### src/rtl/fsk_rx_pkg.sv
package fsk_rx_pkg;
  typedef enum logic [1:0] {
    ST_IDLE = 2'd0,
    ST_DIV  = 2'd1,
    ST_OUT  = 2'd2
  } rx_state_t;
endpackage

### src/rtl/fsk_level_ctl.sv
// Rectified-amplitude tracker: single-pole IIR on |x| with a silence flag.
module fsk_level_ctl #(
  parameter int AW      = 9,
  parameter int FB      = 6,
  parameter int LS      = 5,
  parameter int MIN_LVL = 512
) (
  input  logic                 clk,
  input  logic                 rst_n,
  input  logic                 upd,
  input  logic [AW-1:0]        mag,
  output logic [AW+FB-1:0]     lvl_next,
  output logic                 quiet
);
  localparam int LVW = AW + FB;

  logic [LVW-1:0]        lvl;
  logic [LVW-1:0]        tgt;
  logic signed [LVW+1:0] diff;

  assign tgt      = LVW'(mag) << FB;
  assign diff     = $signed({2'b00, tgt}) - $signed({2'b00, lvl});
  assign lvl_next = lvl + LVW'(diff >>> LS);

  always_ff @(posedge clk) begin
    if (!rst_n) begin
      lvl   <= '0;
      quiet <= 1'b1;
    end else if (upd) begin
      lvl   <= lvl_next;
      quiet <= (lvl_next < LVW'(MIN_LVL));
    end
  end
endmodule

### src/rtl/fsk_seq_div.sv
// Restoring divider, one quotient bit per clock, NW steps after start.
module fsk_seq_div #(
  parameter int NW  = 22,
  parameter int DVW = 15
) (
  input  logic           clk,
  input  logic           rst_n,
  input  logic           start,
  input  logic [NW-1:0]  dividend,
  input  logic [DVW-1:0] divisor,
  output logic [NW-1:0]  quot,
  output logic           done
);
  localparam int CW = $clog2(NW + 1);

  logic [NW-1:0]  dvd;
  logic [DVW-1:0] dsr;
  logic [DVW:0]   rem;
  logic [DVW:0]   rem_sh;
  logic [DVW:0]   rem_nx;
  logic           ge;
  logic [CW-1:0]  cnt;

  always_comb begin
    rem_sh = {rem[DVW-1:0], dvd[NW-1]};
    ge     = (rem_sh >= {1'b0, dsr});
    rem_nx = ge ? (rem_sh - {1'b0, dsr}) : rem_sh;
  end

  always_ff @(posedge clk) begin
    if (!rst_n) begin
      dvd  <= '0;
      dsr  <= '0;
      rem  <= '0;
      quot <= '0;
      cnt  <= '0;
      done <= 1'b0;
    end else begin
      done <= 1'b0;
      if (start) begin
        dvd  <= dividend;
        dsr  <= divisor;
        rem  <= '0;
        quot <= '0;
        cnt  <= CW'(NW);
      end else if (cnt != '0) begin
        dvd  <= dvd << 1;
        rem  <= rem_nx;
        quot <= {quot[NW-2:0], ge};
        cnt  <= cnt - 1'b1;
        if (cnt == CW'(1)) done <= 1'b1;
      end
    end
  end
endmodule

### src/rtl/fsk_disc_core.sv
// Delay-and-multiply discriminator followed by a single-pole low-pass.
module fsk_disc_core #(
  parameter int XW  = 9,
  parameter int DLY = 2,
  parameter int FW  = 20,
  parameter int LPS = 3
) (
  input  logic                 clk,
  input  logic                 rst_n,
  input  logic                 upd,
  input  logic signed [XW-1:0] v,
  output logic signed [FW-1:0] lvl_f
);
  localparam int PW = 2 * XW;

  logic signed [XW-1:0] tap [DLY];
  logic signed [PW-1:0] prod;
  logic signed [FW:0]   diff;

  assign prod = v * tap[DLY-1];
  assign diff = $signed({{(FW+1-PW){prod[PW-1]}}, prod}) - $signed({lvl_f[FW-1], lvl_f});

  generate
    for (genvar i = 0; i < DLY; i++) begin : g_tap
      always_ff @(posedge clk) begin
        if (!rst_n)   tap[i] <= '0;
        else if (upd) tap[i] <= (i == 0) ? v : tap[(i == 0) ? 0 : i-1];
      end
    end
  endgenerate

  always_ff @(posedge clk) begin
    if (!rst_n)   lvl_f <= '0;
    else if (upd) lvl_f <= lvl_f + FW'(diff >>> LPS);
  end
endmodule

### src/rtl/fsk_disc_rx.sv
module fsk_disc_rx
  import fsk_rx_pkg::*;
#(
  parameter int XW      = 9,
  parameter int LVL_FB  = 6,
  parameter int LVL_SH  = 5,
  parameter int MIN_LVL = 512,
  parameter int NORM_FB = 7,
  parameter int DLY     = 2,
  parameter int LPF_SH  = 3,
  parameter int EOM_THR = 11300
) (
  input  logic          clk,
  input  logic          rst_n,
  input  logic          s_valid,
  output logic          s_ready,
  input  logic [XW-1:0] s_data,
  output logic          data_bit,
  output logic          tone_valid,
  output logic          eom_flag
);
  localparam int LVW  = XW + LVL_FB;
  localparam int NW   = XW + NORM_FB + LVL_FB;
  localparam int FW   = 2 * XW + 2;
  localparam int NMAX = (1 << (XW - 1)) - 1;

  rx_state_t            state;
  logic                 acc;
  logic [XW-1:0]        mag;
  logic [LVW-1:0]       lvl_next;
  logic                 quiet;
  logic                 neg_r;
  logic [NW-1:0]        quot;
  logic                 div_done;
  logic [XW-2:0]        qsat;
  logic signed [XW-1:0] norm;
  logic                 core_upd;
  logic signed [FW-1:0] lvl_f;

  assign s_ready  = (state == ST_IDLE);
  assign acc      = s_valid && s_ready;
  assign mag      = s_data[XW-1] ? XW'(~s_data + 1'b1) : s_data;
  assign core_upd = (state == ST_DIV) && div_done;

  always_comb begin
    qsat = (quot > NW'(NMAX)) ? (XW-1)'(NMAX) : quot[XW-2:0];
    if (quiet)      norm = '0;
    else if (neg_r) norm = -$signed({1'b0, qsat});
    else            norm =  $signed({1'b0, qsat});
  end

  fsk_level_ctl #(
    .AW(XW), .FB(LVL_FB), .LS(LVL_SH), .MIN_LVL(MIN_LVL)
  ) u_lvl (
    .clk(clk), .rst_n(rst_n), .upd(acc), .mag(mag),
    .lvl_next(lvl_next), .quiet(quiet)
  );

  fsk_seq_div #(.NW(NW), .DVW(LVW)) u_div (
    .clk(clk), .rst_n(rst_n), .start(acc),
    .dividend({mag, {(NORM_FB + LVL_FB){1'b0}}}),
    .divisor(lvl_next), .quot(quot), .done(div_done)
  );

  fsk_disc_core #(.XW(XW), .DLY(DLY), .FW(FW), .LPS(LPF_SH)) u_core (
    .clk(clk), .rst_n(rst_n), .upd(core_upd), .v(norm), .lvl_f(lvl_f)
  );

  always_ff @(posedge clk) begin
    if (!rst_n) begin
      state      <= ST_IDLE;
      neg_r      <= 1'b0;
      data_bit   <= 1'b0;
      tone_valid <= 1'b0;
      eom_flag   <= 1'b0;
    end else begin
      case (state)
        ST_IDLE: if (acc) begin
          neg_r <= s_data[XW-1];
          state <= ST_DIV;
        end
        ST_DIV: if (div_done) state <= ST_OUT;
        ST_OUT: begin
          if (quiet) begin
            tone_valid <= 1'b0;
            eom_flag   <= 1'b0;
          end else begin
            tone_valid <= 1'b1;
            data_bit   <= ~lvl_f[FW-1];
            eom_flag   <= (lvl_f > FW'(EOM_THR));
          end
          state <= ST_IDLE;
        end
        default: state <= ST_IDLE;
      endcase
    end
  end
endmodule

### config.mk
export PLATFORM = sky130hd
export DESIGN_NAME = fsk_disc_rx
export DESIGN_NICKNAME = d
export VERILOG_FILES = /design/src/rtl/fsk_rx_pkg.sv /design/src/rtl/fsk_level_ctl.sv /design/src/rtl/fsk_seq_div.sv /design/src/rtl/fsk_disc_core.sv /design/src/rtl/fsk_disc_rx.sv
export SDC_FILE = /design/constraint.sdc
export NUM_CORES = 1
export LEC_CHECK = 0
export ABC_AREA = 1
export BUFFER_PORTS_ARGS = -buffer_cell sky130_fd_sc_hd__buf_2
export CAP_MARGIN = 40
export CELL_PAD_IN_SITES_DETAIL_PLACEMENT = 0
export CELL_PAD_IN_SITES_GLOBAL_PLACEMENT = 1
export CORE_MARGIN = 2
export CORE_UTILIZATION = 49
export DETAILED_ROUTE_END_ITERATION = 7
export PLACE_DENSITY = 0.83
export SLEW_MARGIN = 30
export SYNTH_ARGS = -nofsm -noshare
export SYNTH_HDL_FRONTEND = slang
export SYNTH_SLANG_ARGS = --single-unit
### constraint.sdc
create_clock -name clk -period 9.22 [get_ports clk]
set_input_delay 0.461 -clock clk [delete_from_list [all_inputs] [get_ports clk]]
set_output_delay 0.461 -clock clk [all_outputs]
set_load 0.05 [all_outputs]
==> results of run 1 <==
power groups by stage:
| stage | combinational (mW) | clock, mW | sequential, mW |
|---|---|---|---|
| 4_1_cts | 2.16 | 0.430 | 0.617 |
| 5_1_grt | 2.48 | 0.446 | 0.626 |
| 2_1_floorplan | 1.73 | 0 | 0.607 |
| 3_5_place_dp | 2.15 | 0 | 0.627 |
| 3_3_place_gp | 2.14 | 0 | 0.627 |
| 6_report | 2.17 | 0.418 | 0.617 |
worst min path at each step:
stage                            endpoint  cells after the start                 startpoint
2_1_floorplan       u_div.done$_SDFF_PP0_                      1  u_div.cnt[4]$_SDFFE_PN0P_
3_3_place_gp        u_div.done$_SDFF_PP0_                      1  u_div.cnt[4]$_SDFFE_PN0P_
3_5_place_dp        u_div.done$_SDFF_PP0_                      1  u_div.cnt[4]$_SDFFE_PN0P_
4_1_cts        u_div.dvd[14]$_SDFFE_PN0P_                      3                      rst_n
5_1_grt        u_div.dvd[14]$_SDFFE_PN0P_                      3                      rst_n
6_report       u_div.dvd[14]$_SDFFE_PN0P_                      3                      rst_n
cell usage after synthesis (3+ instances only):
library cell / instances / area [um^2]
inv_1: 329 / 1230
nand2_1: 314 / 1180
nor2_1: 141 / 529
ha_1: 109 / 1360
fa_1: 106 / 2120
dfxtp_1: 94 / 1880
a21oi_1: 92 / 460
nand3_1: 79 / 395
o21ai_0: 60 / 300
o22ai_1: 37 / 231
xor2_1: 31 / 272
xnor2_1: 27 / 236
edfxtp_1: 18 / 541
nand4_1: 15 / 93.8
o211ai_1: 14 / 105
nor3_1: 11 / 55.1
inv_2: 10 / 37.5
a31oi_1: 9 / 56.3
buf_2: 9 / 45.0
a21o_1: 8 / 60.1
nor2_2: 7 / 43.8
o21bai_1: 7 / 52.6
clkbuf_1: 6 / 22.5
nor2_4: 6 / 67.6
nand2_2: 5 / 31.3
nand2_4: 5 / 56.3
nor4_1: 5 / 31.3
or2_2: 5 / 31.3
nand3_2: 4 / 40.0
o31ai_1: 4 / 30.0
and2_1: 3 / 18.8
buf_1: 3 / 11.3
nand3b_1: 3 / 22.5
registers in the layout (all words and copies together) (netlist names):
signal / flops
u_lvl.lvl: 15
u_div.rem: 15
u_div.done: 1
u_div.dvd: 9
u_core.lvl_f: 20
u_div.cnt: 5
data_bit: 1
eom_flag: 1
tone_valid: 1
u_lvl.quiet: 1
state: 2
u_div.quot: 22
neg_r: 1
u_core.tap: 18
cells in the final DEF (no fill, tap or decap), drive strengths merged, types with 4 or more instances in the layout:
cell      n
a21oi    92
edfxtp   18
o31ai     4
nand3b    4
or2       5
nor2    154
dfxtp    94
nand4    16
xor2     31
a31oi     9
xnor2    27
inv     344
o22ai    38
fa      106
o21bai    7
nand3    84
o21ai    62
clkbuf   11
nor4      5
nand2   324
nor3     12
ha      109
buf      18
and2      4
a21o      8
o211ai   14
through the flow:
stage	hold slack (ns)	utilization [%]	cell area (um^2)
final	0.422	52.3	12600
after global routing	0.434	52.3	12600
after CTS	0.412	52.3	12600
after detailed placement	0.416	51.0	12300
after global placement	0.410	51.0	12300
after floorplan	0.397	-	11900
metal layers:
metal  track usage, %  vias up  part of all wire [%]
li1                 -     5102                     -
met1             28.8     4668                    44
met3             3.90       41                   3.5
met2             43.5      183                    50
met5                0        -                     0
met4             6.55        0                   2.6
layout make-up:
cell class / instances / share of cell area, %
timing repair buffer: 18 / 0.774
clock buffer: 11 / 2.00
clock inverter: 5 / 0.407
multi-input combinational: 1128 / 64.3
sequential: 112 / 19.2
tap: 324 / 3.22
inverter: 339 / 10.1
logic make-up after synthesis:
logic type	count (synthesis)	share of synthesized area (%)
flops	112	20.3
xor+xnor	58	4.26
buf+inv	361	11.7
compound gates	246	12.0
fa+ha+maj	215	29.3
simple gates	609	22.5
worst reg2reg max path, delay by kind of cell (launching register included):
kind / cells / cell delay [ns]
and+or+nand+nor: 20 / 2.68
DFF: 1 / 0.32
buffers and inverters: 7 / 0.55
AOI/OAI and AO/OA: 4 / 0.46
adders and majority gates: 8 / 3.89
==> run_results.csv, run 1 <==
group,metric,value,unit
run_status,status,"finished, final reports clean",
finish,area_growth,5.80,%
synthesis,avgSynthCellArea,7.44,um^2
die,start_util,49.4,%
timing,fin_crit_sh,87.2,%
placed_design,dp_cells,1920,
setup_path,ff2ff_setup_slack,1.18,ns
die,die_y,160,um
synthesis,ys_seq_area_share,20.3,%
finish,multi_input_comb_area,8100,um^2
timing,setup_tns,0,ns
global_route,grt_overflow,0,
routing,drc_errors,0,
global_route,grt_pass1_vias,10100,
clock_tree,tritoncts,"yes",
synthesis,yosys_warnings,0,
setup_path,critPathCapture,"u_core.lvl_f[18]$_SDFFE_PN0P_",
clock_tree,clk_latency,0.37,ns
finish,stdcell_count,1937,
die,coreArea,24100,um^2
global_route,grt_use_total,23.7,%
pwr,swShare,51.1,%
timing,rsz0062_at_grt,"no",
synthesis,synth_flop_cell,"dfxtp_1",
timing,setup_slack,1.18,ns
routing,routedWlPerCell,15.0,um
die,num_rows,57,
routing,drt-total-wl,29100,um
placed_design,port_buffers,15,
job,drv_cap,0,
clock_tree,numCtsBuffers,9,
routing,vias,9994,
pwr,sequentialPowerShare,19.3,%
clock_tree,htree_levels,3,
clock_tree,clkTransAtPathRegs,0.09,ns
setup_path,arrival,8.27,ns
pwr,clock_power_share,13.1,%
setup_path,cp-start-kind,"flip-flop",
clock_tree,clockBufferDepth,2,
setup_path,cp-end-kind,"flip-flop",
timing,final-setup-viol-count,0,
die,die_area,25600,um^2
placed_design,post-dp-hpwl,23700,um
pwr,ir_drop,168,uV
routing,first_pass_iters,6,
synthesis,async_flop_share,0,%
routing,drtIter0Drc,651,
global_route,grt_antenna_before_repair,0,
clock_tree,cts_hold_buf,0,
finish,regArea,2420,um^2
timing,fin_crit,8.04,ns
setup_path,timing.rr.start,"u_div.quot[21]$_SDFFE_PP0P_",
finish,nets,1835,
die,dieWidth,160,um
clock_tree,cts.sinks,112,
placed_design,routabilityCongestion,0.895,
synthesis,synth.distinct_cells,51,
timing,finalMaxSlewViolations,0,
routing,vias_per_cell,5.16,
setup_path,cp.required,9.46,ns
synthesis,synth_nets,1828,
clock_tree,clock-root-buffer,"clkbuf_16",
die,io-pin-count,16,
setup_path,slowest_stage,"fa_1",
setup_path,r2r_end,"u_core.lvl_f[18]$_SDFFE_PN0P_",
synthesis,syn_inst,1601,
setup_path,crit_buf_inv,7,
finish,num-fill-cells,2439,
pwr,p_leak,6.31,nW
global_route,grt_max_degree,35,
setup_path,cpPeakStageDelay,0.73,ns
setup_path,ff2ff_path_depth,39,
setup_path,setup.worst_path.class,"flip-flop to flip-flop",
synthesis,ys_ff_latch,112,
global_route,grt_first_pass_wirelength,48800,um
synthesis,syn_area,11900,um^2
setup_path,cp-startpoint,"u_div.quot[21]$_SDFFE_PP0P_",
clock_tree,postCtsSetupBuffers,0,
pwr,p_int,1.56,mW
timing,maxSlewHeadroom,44.1,%
worst_hold_path,worst_hold_path_type,"input port to flip-flop",
timing,max_freq,124,MHz
finish,drive_above_1_share,5.27,%
pwr,p_sw,1.64,mW
pwr,p_per_area,254,nW/um^2
pwr,finalPower,3.20,mW
timing,fin_skew,0.0125,ns
setup_path,critPathMostFrequentCell,"inv_1",
pwr,pwr-share-comb,67.7,%
synthesis,synth_edf_count,18,
finish,n_antenna_cell,0,
routing,drtAntennaViolNets,0,
placed_design,pre_cts_ws,1.21,ns
timing,tightest_slew,0.837,ns
setup_path,worst-path-stages,39,
clock_tree,cts-resized-gates,0,
timing,final_hold_viol_count,0,
setup_path,cpLargestDelayFamily,"adder cells",
setup_path,path_max_fanout,10,
Power figures use the tool's default switching activity.
==> inputs of run 2 (changes only) <==
RECOVER_POWER = 100   (was unset)
==> run 2 against run 1 <==
  * The run now ends with max-capacitance violations, max-slew violations left
  * Clock power about the same
  * Highest routed layer unchanged
  * Combinational power is essentially flat
  * Global-route usage unchanged
  * Non-clock buffer count unchanged
  * Critical path depth stayed put
  * Maximum frequency is 1.3% lower
  * First-iteration DRC count is 6.6% lower
==> run_results.csv, run 2 (same netlist as run 1, synthesis figures left out) <==
group,metric,value,unit
routing,drt-total-wl,29100,um
timing,fin_hold_ws,0.442,ns
finish,area_growth,5.39,%
die,die_area,25600,um^2
die,dieWidth,160,um
global_route,grtUsageMet2,43.5,%
routing,drc_errors,0,
routing,vias_per_cell,5.16,
clock_tree,tritoncts,"yes",
placed_design,port_buffers,15,
finish,stdcell_count,1937,
setup_path,cp-startpoint,"u_div.quot[21]$_SDFFE_PP0P_",
global_route,use_met1,28.8,%
global_route,grt_max_degree,35,
finish,mostFrequentLayoutCells,"inv_1, nand2_1, nor2_1",
clock_tree,htree_levels,3,
clock_tree,postCtsSetupBuffers,0,
setup_path,cpPeakStageDelay,0.73,ns
pwr,finalPower,3.19,mW
pwr,clock_power_share,13.1,%
finish,drive_above_1_share,4.09,%
clock_tree,clockBufferDepth,2,
timing,rsz0062_at_grt,"no",
pwr,ir_drop,168,uV
timing,maxSlewHeadroom,-35.1,%
global_route,grt_busiest_layer,"met2",
finish,n_antenna_cell,0,
global_route,grt_use_total,23.7,%
worst_hold_path,hold_start,"u_div.cnt[4]$_SDFFE_PN0P_",
timing,final_hold_viol_count,0,
setup_path,critPathMostFrequentCell,"inv_1",
setup_path,cp-end-kind,"flip-flop",
routing,first_pass_iters,7,
routing,drtAntennaViolNets,0,
finish,largest_register_ff_count,22,
finish,final_common_cell,"inv_1",
placed_design,dp_cells,1920,
timing,tightest_slew,2.03,ns
finish,num-fill-cells,2450,
timing,fin_crit,8.14,ns
timing,max_freq,123,MHz
pwr,p_per_area,254,nW/um^2
pwr,pwr-share-comb,67.5,%
setup_path,path_max_fanout,10,
routing,drtIter0Drc,608,
job,drv_cap,2,
timing,final-setup-viol-count,0,
finish,top_register,"u_div.quot",
setup_path,cp-start-kind,"flip-flop",
timing,setup_tns,0,ns
global_route,grt_antenna_before_repair,0,
setup_path,setup.worst_path.class,"flip-flop to flip-flop",
clock_tree,cts_hold_buf,0,
worst_hold_path,worst_hold_path_type,"flip-flop to flip-flop",
run_status,violations,"max-capacitance violations, max-slew violations",
setup_path,cp.required,9.39,ns
run_status,status,"finished, violations left",
die,coreArea,24100,um^2
finish,nets,1835,
routing,routedWlPerCell,15.0,um
timing,finalMaxSlewViolations,68,
pwr,p_int,1.56,mW
die,start_util,49.4,%
routing,vias,9990,
global_route,grt_use_met3,3.90,%
placed_design,routabilityCongestion,0.895,
pwr,p_leak,6.27,nW
setup_path,timing.rr.start,"u_div.quot[21]$_SDFFE_PP0P_",
global_route,grt_pass1_vias,10100,
clock_tree,clkTransAtPathRegs,0.09,ns
die,num_rows,57,
timing,fin_crit_sh,88.3,%
clock_tree,clock-root-buffer,"clkbuf_16",
clock_tree,clk_latency,0.37,ns
clock_tree,cts.sinks,112,
global_route,grt_first_pass_wirelength,48800,um
die,die_y,160,um
pwr,sequentialPowerShare,19.3,%
setup_path,slowest_stage,"fa_1",
clock_tree,numCtsBuffers,9,
pwr,p_sw,1.63,mW
finish,postLayoutCoreUtil,52.1,%
finish,largestRegisters,"u_div.quot (22), u_core.lvl_f (20), u_core.tap (18)",
placed_design,post-dp-hpwl,23700,um
timing,fin_skew,0.0127,ns
pwr,swShare,51.1,%
global_route,grt_overflow,0,
setup_path,arrival,8.31,ns
die,io-pin-count,16,
clock_tree,cts-resized-gates,0,
-- run 2: path summary, 6_finish.rpt --
kind                                         to  slack, ns  depth (start not counted)
setup / recovery  u_core.lvl_f[18]$_SDFFE_PN0P_       1.08                         39
hold / removal            u_div.done$_SDFF_PP0_       0.44                          1
setup reg to reg  u_core.lvl_f[18]$_SDFFE_PN0P_       1.08                         39
hold reg to reg           u_div.done$_SDFF_PP0_       0.44                          1
-- run 2: area by class of cell --
| class | count | area, um^2 | area share (%) |
|---|---|---|---|
| inverters | 339 | 1270 | 10.1 |
| flip-flops and latches | 112 | 2420 | 19.3 |
| repair buffers | 18 | 78.8 | 0.628 |
| multi-input cells | 1128 | 8070 | 64.3 |
| well taps | 324 | 405 | 3.23 |
| clock buffers | 11 | 253 | 2.01 |
| clock inverters | 5 | 51.3 | 0.409 |
-- run 2: critical path: cells and delay by family, from the launching register on --
family	cells	cell delay, ns
adders and majority gates	8	3.88
AOI/OAI and AO/OA	4	0.47
DFF	1	0.31
buffers and inverters	7	0.55
and+or+nand+nor	20	2.70
-- run 2: power by group through the flow --
stage	sequential [mW]	combinational [mW]	clock (mW)
after global routing	0.626	2.47	0.446
after global placement	0.627	2.14	0
final	0.617	2.16	0.419
after detailed placement	0.627	2.15	0
after CTS	0.617	2.16	0.430
after floorplan	0.607	1.73	0
-- run 2: metrics by stage --
step,setup slack [ns],area (um^2)
3_3_place_gp,1.27,12300
6_report,1.08,12600
3_5_place_dp,1.21,12300
4_1_cts,1.15,12600
5_1_grt,0.168,12600
2_1_floorplan,2.02,11900
-- run 2: routing by layer --
metal / up-vias / routed length (um) / part of all wire (%)
met5: - / 0 / 0
met4: 0 / 759 / 2.6
met3: 41 / 1160 / 4.0
met2: 188 / 14500 / 50
met1: 4664 / 12600 / 44
li1: 5097 / - / -
==> inputs of run 3 (changes only) <==
CORE_UTILIZATION = 44   (was 49)
PLACE_DENSITY = 0.76   (was 0.83)
==> run 3 against run 2 <==
  * The flow still finishes with violations (max-capacitance violations, max-slew violations)
  * Hold slack worse by 0.011 ns
  * Count of clock-buffer cells in the layout shrank 1
  * Global-route usage fell by 1.4 points
  * Die area increased by 11%
  * Routed wire length up 2.6%
  * First-iteration DRC count down 14%
  * Clock skew increased by 0.0063 ns
  * Sequential power barely moved
  * Sequential share of layout area barely moved
  * Via count up 0.31%
  * Cell count up 0.88%
  * Worst setup slack worse by 0.077 ns
==> run_results.csv, run 3 (same netlist as run 1, synthesis figures left out) <==
group,metric,value,unit
pwr,pwr-share-comb,67.5,%
clock_tree,htree_levels,3,
global_route,grt_antenna_before_repair,0,
placed_design,post-dp-hpwl,24500,um
setup_path,critPathMostFrequentCell,"inv_1",
setup_path,cp.required,9.38,ns
routing,vias,10000,
setup_path,cp-end-kind,"flip-flop",
setup_path,arrival,8.38,ns
global_route,grt_first_pass_wirelength,50700,um
clock_tree,tritoncts,"yes",
setup_path,setup.worst_path.class,"flip-flop to flip-flop",
pwr,swShare,51.1,%
pwr,p_int,1.56,mW
global_route,grt_overflow,0,
die,die_y,169,um
timing,tightest_slew,2.10,ns
clock_tree,cts.sinks,112,
timing,maxSlewHeadroom,-40.3,%
setup_path,slowest_stage,"fa_1",
die,coreArea,26800,um^2
routing,first_pass_iters,6,
job,drv_cap,2,
global_route,grtUsageMet2,40.1,%
die,io-pin-count,16,
finish,area_growth,5.52,%
finish,top_register,"u_div.quot",
global_route,grt_busiest_layer,"met2",
pwr,ir_drop,165,uV
routing,vias_per_cell,5.13,
timing,final-setup-viol-count,0,
worst_hold_path,worst_hold_path_type,"flip-flop to flip-flop",
pwr,p_per_area,254,nW/um^2
timing,fin_crit_sh,89.2,%
die,dieWidth,169,um
clock_tree,clockBufferDepth,2,
clock_tree,numCtsBuffers,9,
finish,drive_above_1_share,4.03,%
global_route,grt_pass1_vias,10200,
die,die_area,28400,um^2
finish,nets,1835,
timing,final_hold_viol_count,0,
clock_tree,clkTransAtPathRegs,0.08,ns
run_status,violations,"max-capacitance violations, max-slew violations",
placed_design,routabilityCongestion,0.894,
global_route,use_met1,27.7,%
die,start_util,44.5,%
clock_tree,clk_latency,0.38,ns
timing,rsz0062_at_grt,"no",
finish,final_common_cell,"inv_1",
clock_tree,postCtsSetupBuffers,0,
finish,n_antenna_cell,0,
run_status,status,"finished, violations left",
pwr,p_leak,6.27,nW
setup_path,cpPeakStageDelay,0.77,ns
timing,max_freq,122,MHz
pwr,p_sw,1.63,mW
routing,routedWlPerCell,15.3,um
routing,drt-total-wl,29800,um
pwr,finalPower,3.19,mW
timing,setup_tns,0,ns
clock_tree,cts-resized-gates,0,
routing,drtAntennaViolNets,0,
setup_path,ff2ff_setup_slack,1.0,ns
global_route,grt_use_met3,2.71,%
global_route,grt_use_total,22.4,%
placed_design,port_buffers,15,
clock_tree,cts_hold_buf,0,
timing,fin_crit,8.22,ns
die,num_rows,60,
finish,num-fill-cells,2789,
global_route,grt_max_degree,35,
finish,largest_register_ff_count,22,
pwr,sequentialPowerShare,19.3,%
clock_tree,clock-root-buffer,"clkbuf_16",
finish,largestRegisters,"u_div.quot (22), u_core.lvl_f (20), u_core.tap (18)",
routing,drtIter0Drc,522,
finish,mostFrequentLayoutCells,"inv_1, nand2_1, nor2_1",
timing,fin_hold_ws,0.430,ns
routing,drc_errors,0,
setup_path,path_max_fanout,10,
pwr,clock_power_share,13.2,%
timing,finalMaxSlewViolations,66,
timing,fin_skew,0.0190,ns
setup_path,cp-start-kind,"flip-flop",
[run 3: critical path, delay by kind of cell, from the launching register on]
family,cells,cell delay [ns]
compound gates,1,0.08
fa+ha+maj,8,3.92
buf+inv,8,0.68
flops,1,0.31
simple gates,22,3.03
[run 3: path summary, 6_finish.rpt]
check                                                 from                            end  depth (start not counted)
worst max register to register  u_div.quot[8]$_SDFFE_PP0P_  u_core.lvl_f[18]$_SDFFE_PN0P_                         39
worst min register to register   u_div.cnt[4]$_SDFFE_PN0P_          u_div.done$_SDFF_PP0_                          1
worst max-delay path            u_div.quot[8]$_SDFFE_PP0P_  u_core.lvl_f[18]$_SDFFE_PN0P_                         39
worst min-delay path             u_div.cnt[4]$_SDFFE_PN0P_          u_div.done$_SDFF_PP0_                          1
[run 3: through the flow]
stage / cell area (um^2) / cells / utilization, % / setup slack, ns
2_1_floorplan: 11900 / 1601 / - / 2.02
3_3_place_gp: 12300 / 1937 / 46.0 / 1.37
3_5_place_dp: 12300 / 1938 / 46.1 / 1.20
4_1_cts: 12600 / 1954 / 47.2 / 1.14
5_1_grt: 12600 / 1954 / 46.9 / 0.217
6_report: 12600 / 1954 / 46.9 / 1.00
[run 3: power by group through the flow]
stage / combinational (mW) / clock (mW) / sequential (mW)
after detailed placement: 2.16 / 0 / 0.627
final: 2.15 / 0.420 / 0.615
after global routing: 2.47 / 0.449 / 0.625
after CTS: 2.17 / 0.436 / 0.616
after global placement: 2.16 / 0 / 0.626
after floorplan: 1.73 / 0 / 0.607
[run 3: final cells by class]
| cell class | instances | area (um^2) | area share [%] |
|---|---|---|---|
| Sequential cell | 112 | 2420 | 19.3 |
| Inverter | 339 | 1270 | 10.1 |
| Tap cell | 341 | 427 | 3.39 |
| Clock inverter | 6 | 55.1 | 0.438 |
| Clock buffer | 10 | 250 | 1.99 |
| Timing Repair Buffer | 18 | 78.8 | 0.627 |
| Multi-Input combinational cell | 1128 | 8070 | 64.2 |
[run 3: layer usage]
layer / wire [um] / up-vias
met5: 0 / -
met4: 963 / 0
met3: 881 / 44
met2: 14800 / 156
met1: 13200 / 4722
li1: - / 5099
